--- src/rtl/rrec_pkg.sv ---
package rrec_pkg;

  typedef enum logic {
    ST_IDLE = 1'b0,
    ST_HOLD = 1'b1
  } seqState_e;

  // control -> datapath strobes
  typedef struct packed {
    logic capture;  // a reset starts this edge: record the cause word
    logic expire;   // deferral ran out: still-set flags join the word
    logic clrPend;  // hold every pending flag at zero
    logic finish;   // last cycle of the reset sequence
  } strobe_t;

  localparam logic [1:0] SEL_ENABLE    = 2'd0;
  localparam logic [1:0] SEL_FLAGCLR   = 2'd1;
  localparam logic [1:0] SEL_STICKYCLR = 2'd2;

  localparam int CLASS_WARM  = 0;
  localparam int CLASS_FATAL = 1;
  localparam int SRC_BASE    = 2;

endpackage

--- src/rtl/rrec_ctrl.sv ---
module rrec_ctrl
  import rrec_pkg::*;
#(
  parameter int DEFER_TICKS = 258,
  parameter int RST_HOLD    = 4
) (
  input  logic    clk,
  input  logic    coldRstN,
  input  logic    slowTick,
  input  logic    immHit,
  input  logic    anyFlag,
  output strobe_t strobe,
  output logic    sysRst
);
  localparam int TW = $clog2(DEFER_TICKS + 1);
  localparam int HW = $clog2(RST_HOLD + 1);

  seqState_e stateQ;
  logic [TW-1:0] timerQ;
  logic [HW-1:0] holdQ;
  logic lastTick;

  assign lastTick = anyFlag && slowTick && (timerQ == TW'(DEFER_TICKS - 1));

  always_comb begin
    strobe = '0;
    if (stateQ == ST_IDLE) begin
      strobe.expire  = lastTick;
      strobe.capture = immHit || lastTick;
    end
    strobe.clrPend = (stateQ == ST_HOLD) || strobe.capture;
    strobe.finish  = (stateQ == ST_HOLD) && (holdQ == HW'(RST_HOLD - 1));
  end

  always_ff @(posedge clk or negedge coldRstN) begin
    if (!coldRstN) begin
      stateQ <= ST_IDLE;
      timerQ <= '0;
      holdQ  <= '0;
    end else if (stateQ == ST_IDLE) begin
      if (strobe.capture) begin
        stateQ <= ST_HOLD;
        holdQ  <= '0;
        timerQ <= '0;
      end else if (!anyFlag) begin
        timerQ <= '0;
      end else if (slowTick) begin
        timerQ <= timerQ + 1'b1;
      end
    end else begin
      timerQ <= '0;
      if (strobe.finish) begin
        stateQ <= ST_IDLE;
      end else begin
        holdQ <= holdQ + 1'b1;
      end
    end
  end

  assign sysRst = (stateQ == ST_HOLD);

  // a start strobe always leads to reset on the next edge
  a_r2_capture_asserts: assert property (@(posedge clk) disable iff (!coldRstN)
    strobe.capture |=> sysRst);

  // deferral timer never passes its limit
  a_r3_timer_bound: assert property (@(posedge clk) disable iff (!coldRstN)
    timerQ < TW'(DEFER_TICKS));

endmodule

--- src/rtl/rrec_data.sv ---
module rrec_data
  import rrec_pkg::*;
#(
  parameter int N_WARM  = 6,
  parameter int N_FATAL = 2,
  parameter int CNT_W   = 8,
  localparam int SW     = SRC_BASE + N_WARM + N_FATAL
) (
  input  logic               clk,
  input  logic               coldRstN,
  input  logic [N_WARM-1:0]  warmReq,
  input  logic [N_FATAL-1:0] fatalReq,
  input  logic               wrEn,
  input  logic [1:0]         wrSel,
  input  logic [SW-1:0]      wrData,
  input  strobe_t            strobe,
  output logic               immHit,
  output logic               anyFlag,
  output logic [N_WARM-1:0]  irqEnable,
  output logic [N_WARM-1:0]  pendFlags,
  output logic [SW-1:0]      lastStatus,
  output logic [SW-1:0]      stickyStatus,
  output logic [CNT_W-1:0]   resetCount
);
  localparam logic [CNT_W-1:0] CNT_MAX = '1;

  logic [N_WARM-1:0] enQ, flagQ, flagClr, warmHit;
  logic [SW-1:0]     lastQ, stickyQ, stickyClr, causeWord;
  logic [CNT_W-1:0]  cntQ;

  assign flagClr   = (wrEn && wrSel == SEL_FLAGCLR) ? wrData[N_WARM-1:0] : '0;
  assign stickyClr = (wrEn && wrSel == SEL_STICKYCLR) ? wrData : '0;

  assign immHit  = (|fatalReq) || (|(warmReq & ~enQ));
  assign anyFlag = |flagQ;
  assign warmHit = (warmReq & ~enQ) | (strobe.expire ? flagQ : '0);

  always_comb begin
    causeWord = '0;
    causeWord[CLASS_FATAL] = |fatalReq;
    causeWord[CLASS_WARM]  = ~(|fatalReq);
    causeWord[SRC_BASE +: N_WARM] = warmHit;
    causeWord[SRC_BASE + N_WARM +: N_FATAL] = fatalReq;
  end

  always_ff @(posedge clk or negedge coldRstN) begin
    if (!coldRstN) begin
      enQ <= '0;
    end else if (wrEn && wrSel == SEL_ENABLE) begin
      enQ <= wrData[N_WARM-1:0];
    end
  end

  // one pending flag per warm source
  for (genvar i = 0; i < N_WARM; i++) begin : g_flag
    always_ff @(posedge clk or negedge coldRstN) begin
      if (!coldRstN) begin
        flagQ[i] <= 1'b0;
      end else if (strobe.clrPend) begin
        flagQ[i] <= 1'b0;
      end else if (warmReq[i] && enQ[i]) begin
        flagQ[i] <= 1'b1;
      end else if (flagClr[i]) begin
        flagQ[i] <= 1'b0;
      end
    end
  end

  always_ff @(posedge clk or negedge coldRstN) begin
    if (!coldRstN) begin
      lastQ   <= '0;
      stickyQ <= '0;
    end else if (strobe.capture) begin
      lastQ   <= causeWord;
      stickyQ <= (stickyQ & ~stickyClr) | causeWord;
    end else begin
      stickyQ <= stickyQ & ~stickyClr;
    end
  end

  always_ff @(posedge clk or negedge coldRstN) begin
    if (!coldRstN) begin
      cntQ <= '0;
    end else if (strobe.finish && cntQ != CNT_MAX) begin
      cntQ <= cntQ + 1'b1;
    end
  end

  assign irqEnable    = enQ;
  assign pendFlags    = flagQ;
  assign lastStatus   = lastQ;
  assign stickyStatus = stickyQ;
  assign resetCount   = cntQ;

  // sticky bits only fall under a clear write
  a_r6_sticky_keep: assert property (@(posedge clk) disable iff (!coldRstN)
    !(wrEn && wrSel == SEL_STICKYCLR) |=> ((stickyQ & $past(stickyQ)) == $past(stickyQ)));

  // counter steps by at most one and never wraps
  a_r7_count_step: assert property (@(posedge clk) disable iff (!coldRstN)
    1'b1 |=> (cntQ == $past(cntQ)) || (cntQ == $past(cntQ) + 1'b1));
  a_r7_count_sat: assert property (@(posedge clk) disable iff (!coldRstN)
    (cntQ == CNT_MAX) |=> (cntQ == CNT_MAX));

  // a recorded word carries exactly one class bit
  a_r5_class_onehot: assert property (@(posedge clk) disable iff (!coldRstN)
    (lastQ != '0) |-> ($countones(lastQ[1:0]) == 1));

endmodule

--- src/rtl/reset_recorder.sv ---
module reset_recorder
  import rrec_pkg::*;
#(
  parameter int N_WARM      = 6,
  parameter int N_FATAL     = 2,
  parameter int CNT_W       = 8,
  parameter int DEFER_TICKS = 258,
  parameter int RST_HOLD    = 4,
  localparam int SW         = SRC_BASE + N_WARM + N_FATAL
) (
  input  logic               clk,
  input  logic               coldRstN,
  input  logic               slowTick,
  input  logic [N_WARM-1:0]  warmReq,
  input  logic [N_FATAL-1:0] fatalReq,
  input  logic               wrEn,
  input  logic [1:0]         wrSel,
  input  logic [SW-1:0]      wrData,
  output logic               sysRst,
  output logic               irq,
  output logic [N_WARM-1:0]  irqEnable,
  output logic [N_WARM-1:0]  pendFlags,
  output logic [SW-1:0]      lastStatus,
  output logic [SW-1:0]      stickyStatus,
  output logic [CNT_W-1:0]   resetCount
);
  strobe_t strobe;
  logic    immHit, anyFlag;

  rrec_ctrl #(.DEFER_TICKS(DEFER_TICKS), .RST_HOLD(RST_HOLD)) u_ctrl (
    .clk(clk), .coldRstN(coldRstN), .slowTick(slowTick),
    .immHit(immHit), .anyFlag(anyFlag), .strobe(strobe), .sysRst(sysRst)
  );

  rrec_data #(.N_WARM(N_WARM), .N_FATAL(N_FATAL), .CNT_W(CNT_W)) u_data (
    .clk(clk), .coldRstN(coldRstN), .warmReq(warmReq), .fatalReq(fatalReq),
    .wrEn(wrEn), .wrSel(wrSel), .wrData(wrData), .strobe(strobe),
    .immHit(immHit), .anyFlag(anyFlag), .irqEnable(irqEnable),
    .pendFlags(pendFlags), .lastStatus(lastStatus),
    .stickyStatus(stickyStatus), .resetCount(resetCount)
  );

  assign irq = anyFlag;

  // no pending interrupt while the system is held in reset
  a_r8_no_irq_in_reset: assert property (@(posedge clk) disable iff (!coldRstN)
    sysRst |-> !irq);

endmodule

--- config.mk ---
export PLATFORM = sky130hd
export DESIGN_NAME = reset_recorder
export DESIGN_NICKNAME = d
export VERILOG_FILES = /design/src/rtl/rrec_pkg.sv /design/src/rtl/rrec_ctrl.sv /design/src/rtl/rrec_data.sv /design/src/rtl/reset_recorder.sv
export SDC_FILE = /design/constraint.sdc
export NUM_CORES = 1
export LEC_CHECK = 0
export ABC_AREA = 1
export BUFFER_PORTS_ARGS = -buffer_cell sky130_fd_sc_hd__clkbuf_2
export CORE_AREA = 2 2 81 121
export DETAILED_ROUTE_END_ITERATION = 16
export DIE_AREA = 0 0 83 123
export PLACE_DENSITY = 0.48
export REMOVE_ABC_BUFFERS = 1
export SLEW_MARGIN = 25
export SYNTH_ARGS = -nofsm -noshare
export SYNTH_HDL_FRONTEND = slang
export SYNTH_SLANG_ARGS = --single-unit
--- constraint.sdc ---
create_clock -name clk -period 1.9 [get_ports clk]
set_input_delay 0.19 -clock clk [delete_from_list [all_inputs] [get_ports clk]]
set_output_delay 0.19 -clock clk [all_outputs]
set_load 0.05 [all_outputs]
-- Word level (Yosys, flattened, before mapping)
Index checks and enable logic that the tools add are counted.
- word-level logic and storage cells: 91
- bits in writable memories: 0
- input bits: 24
- memories kept: 0
- output and inout port bits: 42
- bits in latches: 0
- register bits: 53
- bits in read-only memories: 0
- $mul: 0
- shift-type cells: 0
- bitwise gates (word level): 7
- add/sub/neg operators: 3
- mux-type cells: 33
- eq/ne operators: 7
- order comparisons: 0
- divide/modulo/power cells: 0
- reductions and logical operators: 28
- operator list (kind ; count):
    2-to-1 mux 9 bit ; 4
    2-to-1 mux 1 bit ; 21
    2-to-1 mux 10 bit ; 2
    nonzero test 3 bit ; 6
    logical AND 1 bit ; 13
    2-to-1 mux 6 bit ; 2
    OR reduction 6 bit ; 2
    AND 10 bit ; 1
    inverter 10 bit ; 1
    bitwise OR 10 bit ; 1
    adder 9 x 1 -> 9 bit, second input constant ; 1
    equality test 9 bit, second input constant ; 1
    2-to-1 mux 3 bit ; 3
    adder 8 x 1 -> 8 bit, second input constant ; 1
    inequality test 8 bit, second input constant ; 1
    AND 6 bit ; 1
    inverter 6 bit ; 1
    bitwise OR 6 bit ; 1
    inequality test 4 bit, second input constant ; 1
    adder 3 x 1 -> 3 bit, second input constant ; 1
    equality test 3 x 2 -> 1 bit, second input constant ; 1
    logical OR 1 bit ; 3
    equality test 2 x 1 -> 1 bit, second input constant ; 1
    equality test 2 bit, second input constant ; 1
    7 further kinds ; 7

-- Longest topological paths before layout
- word-level depth: 10
- mapped depth: 11
- mapped depth without buffers: 11

-- By module
A second synthesis with hierarchy kept.
- cell total of the unflattened synthesis: 334
- area total of the unflattened synthesis: 2657.5 um^2
- modules (own cells, without submodules) (module ; cells each ; area each (um^2) ; seq. area each (um^2) ; instances):
    rrec_data ; 224 ; 1821.7 ; 1001.0 ; 1
    rrec_ctrl ; 110 ; 835.8 ; 325.3 ; 1

-- Worst setup path after synthesis
No wires, ideal clock.
- path type: register to register
- start: register u_data.flagQ[5], in the netlist u_data.pendFlags[5]
- end: register u_data.stickyQ[2], in the netlist u_data.stickyStatus[2]
- required time: 1.779 ns
- arrival time: 1.808 ns
- stages on the path, launching flop included: 9
- setup time: 0.121 ns
- buffers on the path: 0
- slack: -0.029 ns
- clock period less this slack: 1.929 ns
- cells stage by stage: dfrtp_1 > nor2_1 > nand3_2 > nand2_1 > nor2_4 > nor2_4 > nor2_8 > nand2_1 > nand2_1
- longest elaborated chain between the ends: 8
- elaborated cells on any way between the ends: 9
- those cells by class: mux (3); bitwise (2); reduce/logical (4)
- RTL lines (element ; RTL line ; source):
    start: declaration ; rrec_data.sv:27 ; logic [N_WARM-1:0] enQ, flagQ, flagClr, warmHit;
    start signal: indexed assignment ; rrec_data.sv:58 ; flagQ[i] <= 1'b0;
    start signal: indexed assignment ; rrec_data.sv:60 ; flagQ[i] <= 1'b0;
    start signal: indexed assignment ; rrec_data.sv:62 ; flagQ[i] <= 1'b1;
    OR reduction 6 bit (*) ; rrec_data.sv:35 ; assign anyFlag = |flagQ;
    named net irq ; reset_recorder.sv:20 ; output logic irq,
    logical AND 1 bit (*) (2 in a row) ; rrec_ctrl.sv:23 ; assign lastTick = anyFlag && slowTick && (timerQ == TW'(DEFER_TICKS - 1));
    2-to-1 mux 2 bit (*) ; rrec_ctrl.sv:27 ; if (stateQ == ST_IDLE) begin
    2-to-1 mux 6 bit ; rrec_data.sv:36 ; assign warmHit = (warmReq & ~enQ) | (strobe.expire ? flagQ : '0);
    bitwise OR 6 bit ; rrec_data.sv:36 ;
    bitwise OR 10 bit ; rrec_data.sv:75 ; stickyQ <= (stickyQ & ~stickyClr) | causeWord;
    2-to-1 mux 10 bit (*) ; rrec_data.sv:73 ; end else if (strobe.capture) begin
    end signal: assignment ; rrec_data.sv:75 ;
    end signal: assignment ; rrec_data.sv:77 ; stickyQ <= stickyQ & ~stickyClr;
    end: declaration ; rrec_data.sv:28 ; logic [SW-1:0] lastQ, stickyQ, stickyClr, causeWord;
Mark *: on every way through the listed nets, which the timed path passes. The rest lies on a longest branch.
A chain may end at the register's enable or synchronous reset.

-- Final worst setup path
- start: register u_data.flagQ[1], in the netlist u_data.pendFlags[1]
- end: register u_data.lastQ[7], in the netlist u_data.lastStatus[7]
- longest elaborated chain between the ends: 6
- elaborated cells on any way between the ends: 7
- those cells by class: mux (2); bitwise (1); reduce/logical (4)
- RTL lines (element ; RTL line ; source):
    OR reduction 6 bit (*) ; rrec_data.sv:35 ;
    logical AND 1 bit (*) (2 in a row) ; rrec_ctrl.sv:23 ;
    2-to-1 mux 2 bit (*) ; rrec_ctrl.sv:27 ;
    2-to-1 mux 6 bit ; rrec_data.sv:36 ;
    bitwise OR 6 bit ; rrec_data.sv:36 ;
    end signal: assignment ; rrec_data.sv:74 ; lastQ <= causeWord;
    end: declaration ; rrec_data.sv:28 ;
Every way passes the cells marked *; elsewhere a longest branch is shown, timed or not.

==> results.md <==
* Clock Latency Late Sink at 0.29 ns
* Leakage at 1.820 nW
* Starting Density at 29.16%
* Num CTS Buffers at 5
* Global-route usage over all layers at approximately 15%
* Mapped Area at 2683 um2
* Commonest non-fill, non-tap cell in the layout: nand2_1
* Worst min path class: in -> reg
* Routed WL at 7322 um
* Post-route ant nets at 0
* Routing usage on met2 at between 20% and 30%
* Placed insts at 528
* Clock transition at path regs at 0.06 ns
* Int Power at 2.411 mW
* Layout cells sized above 1 at a little over a fifth
* Vias post-DR at 2466
* Routability cong. at 0.8653
* Switching power at 2.198 mW
* CTS tree: yes
* Worst Setup Path Type: reg -> reg
* Combinational Power Share at 44.6%
* Chip width at 83 um
* TritonRoute pass-1 iters at 4
* Syn Area/Cell at 7.731 um2
* Post-route setup TNS at 0 ns
* Root Driver: clkbuf_16
* GR Overflow Total at 0
* Hold_ws at 0.1333 ns
* Synth-to-Final Area Change at 24.86%
* First-pass GRT wire length at 11940 um
* Vias per inst at 4.592
* Detailed Place HPWL at 5637 um
* Fin crit period at 1.686 ns
* IO Pins at 66
* Worst Path Max Fanout at 10
* Number of synthesized register bits at 53
* Clock Sinks at between 50 and 60
* Fmax at 0.5932 GHz
* Post-Route Skew at 0.007974 ns
* Final Cell Area at approximately 3300 um2
* Met3 Usage GRT at around 2.7%
* VDD IR-drop max at roughly 0.00085 V
* H-tree depth at 2
* Pre-CTS setup slack at 0.2047 ns
* Final setup vio count at 0
* Max-slew violations at 0
* Antenna violations before repair at 0
* Post-Syn Instances at between 300 and 400
* Sequential-to-total area share from yosys stat at 49.44%
* Non-filler cells, final at 537
* CP endpoint kind: flop
* Least-Margin Pin Slew at 0.5079 ns
* Fin util at 36.41%
* Fillers at 971
* Initial DRC count at 98
* Placed cell area at 3201 um2
* Vias in the first global route at 2411
* Tot Pwr at about 4.6 mW
* Cell variety after synth at 26
* Synthesis Warnings at 0
* Routing usage on met1 at between 15 and 20%
* Final Hold Fails at 0
* Rows at 43
* Pwr dens at 1376 nW/um2
* Clock group share of total power at 19.1%
* Register share of total power at about 36%
* CP arrival at 1.91 ns
* IO Port Bufs at 65
* RSZ-0062 raised after global routing: no
* Routed wire length per instance at about 14 um
* Clock tree buffer depth at 2
* Worst relative slew slack at 66.13%
* Commonest cells after routing, fill and taps aside: 130 x nand2_1, 65 x clkbuf_2, 53 x dfrtp_1
* Die area at 10210 um2
* Die Y at ~120 um
* Number of diodes at 0
* Net Sw Frac at 47.69%
* Largest net degree at the start of global routing at 54
* Crit share post-route at 88.73%
* Critical path data required time at 2.13 ns
* Status: completed
* Peak-usage layer in the global routing report: met2
* Core footprint at slightly above 9000 um2
* Nets at 453
* Maxcap violations at 0
* Crit path launch type: flop
* DRC violations left at 0
* Post-route worst setup slack at between 0.2 and 0.25 ns
## power by group through the flow
stage	clock network (mW)	logic, mW	registers, mW
6_report	0.879	2.05	1.68
5_1_grt	0.961	2.25	1.72
4_1_cts	0.917	2.09	1.68
3_5_place_dp	0	2.08	1.69
3_3_place_gp	0	2.06	1.69
2_1_floorplan	0	0.599	2.59
## synth_stat cells
cell	instances	share of area (%)
o31ai_4	1	0.79
o21ai_2	1	0.33
nor2_4	2	0.84
nand4_1	9	2.1
o21ai_0	23	4.3
or2_2	1	0.23
inv_1	45	6.3
nand3_1	16	3.0
a22oi_1	6	1.7
nand2_2	2	0.47
dfrtp_1	53	49
buf_1	1	0.14
a21oi_1	4	0.75
inv_2	3	0.42
nor2_1	31	4.3
buf_2	1	0.19
xor2_1	5	1.6
xnor2_1	2	0.65
ha_1	5	2.3
nand3_2	1	0.37
nor2_8	1	0.75
nand3b_1	1	0.28
o21ai_1	1	0.19
nand2_1	130	18
clkbuf_1	1	0.14
nor3_1	1	0.19
## area by class of cell
type                       instances  area, um2  area share, %
inverter                          48      180.2          5.379
clock inverter                     2      10.01         0.2988
tap                              112      140.1          4.184
sequential                        53       1326          39.60
timing repair buffer              73      400.4          11.95
clock buffer                       6      128.9          3.848
multi-input combinational        243       1164          34.74
## registers in the layout, indices dropped and copies added, names as in the netlist
register / cells
u_data.stickyStatus: 10
u_ctrl.holdQ: 3
u_ctrl.sysRst: 1
u_ctrl.timerQ: 9
u_data.lastStatus: 10
u_data.pendFlags: 6
u_data.resetCount: 8
u_data.irqEnable: 6
## what timing repair did
action / 4_1_cts / 5_1_grt
gates resized for setup: 0 / 0
hold endpoints to repair: 53 / 0
endpoints found under the setup margin: 0 / 0
setup buffers: 0 / 0
hold buffers: 1 / 0
## routing by layer
| layer | part of all wire (%) | up-vias |
|---|---|---|
| met2 | 51 | 59 |
| met1 | 42 | 1158 |
| met3 | 4.2 | 12 |
| met5 | 0 | - |
| met4 | 2.7 | 0 |
| li1 | - | 1237 |
## final timing paths
path | start | end | slack [ns] | cells after the start
worst min register to register | u_data.lastStatus[8] | u_data.lastStatus[8] | 0.49 | 2
worst max-delay path | u_data.pendFlags[1] | u_data.lastStatus[7] | 0.21 | 7
max in group asynchronous | coldRstN | u_data.irqEnable[2] | 1.21 | 3
worst max register to register | u_data.pendFlags[1] | u_data.lastStatus[7] | 0.21 | 7
worst min-delay path | fatalReq[0] | u_data.lastStatus[8] | 0.13 | 3
min in group asynchronous | coldRstN | u_data.irqEnable[4] | 0.41 | 3
## logic make-up (layout without fill, tap and decap cells)
group	count (synthesis)	count (layout)	synth area share, %
XOR/XNOR	7	7	2.285
AND/OR/NAND/NOR	195	195	30.74
adder cells (fa/ha/maj)	5	5	2.332
buffers and inverters	51	129	7.182
flip-flops	53	53	49.44
AO/OA/AOI/OAI	36	36	8.022
## worst max-delay path: stages, from the launching register on
cell,delay (ns)
dfrtp_1,0.44
nor2_1,0.17
nand3_2,0.14
nand2_1,0.17
nor2_4,0.09
o21ai_2,0.42
nand2_1,0.10
nand2_1,0.08
No activity file was read; power rests on OpenSTA's default activity.
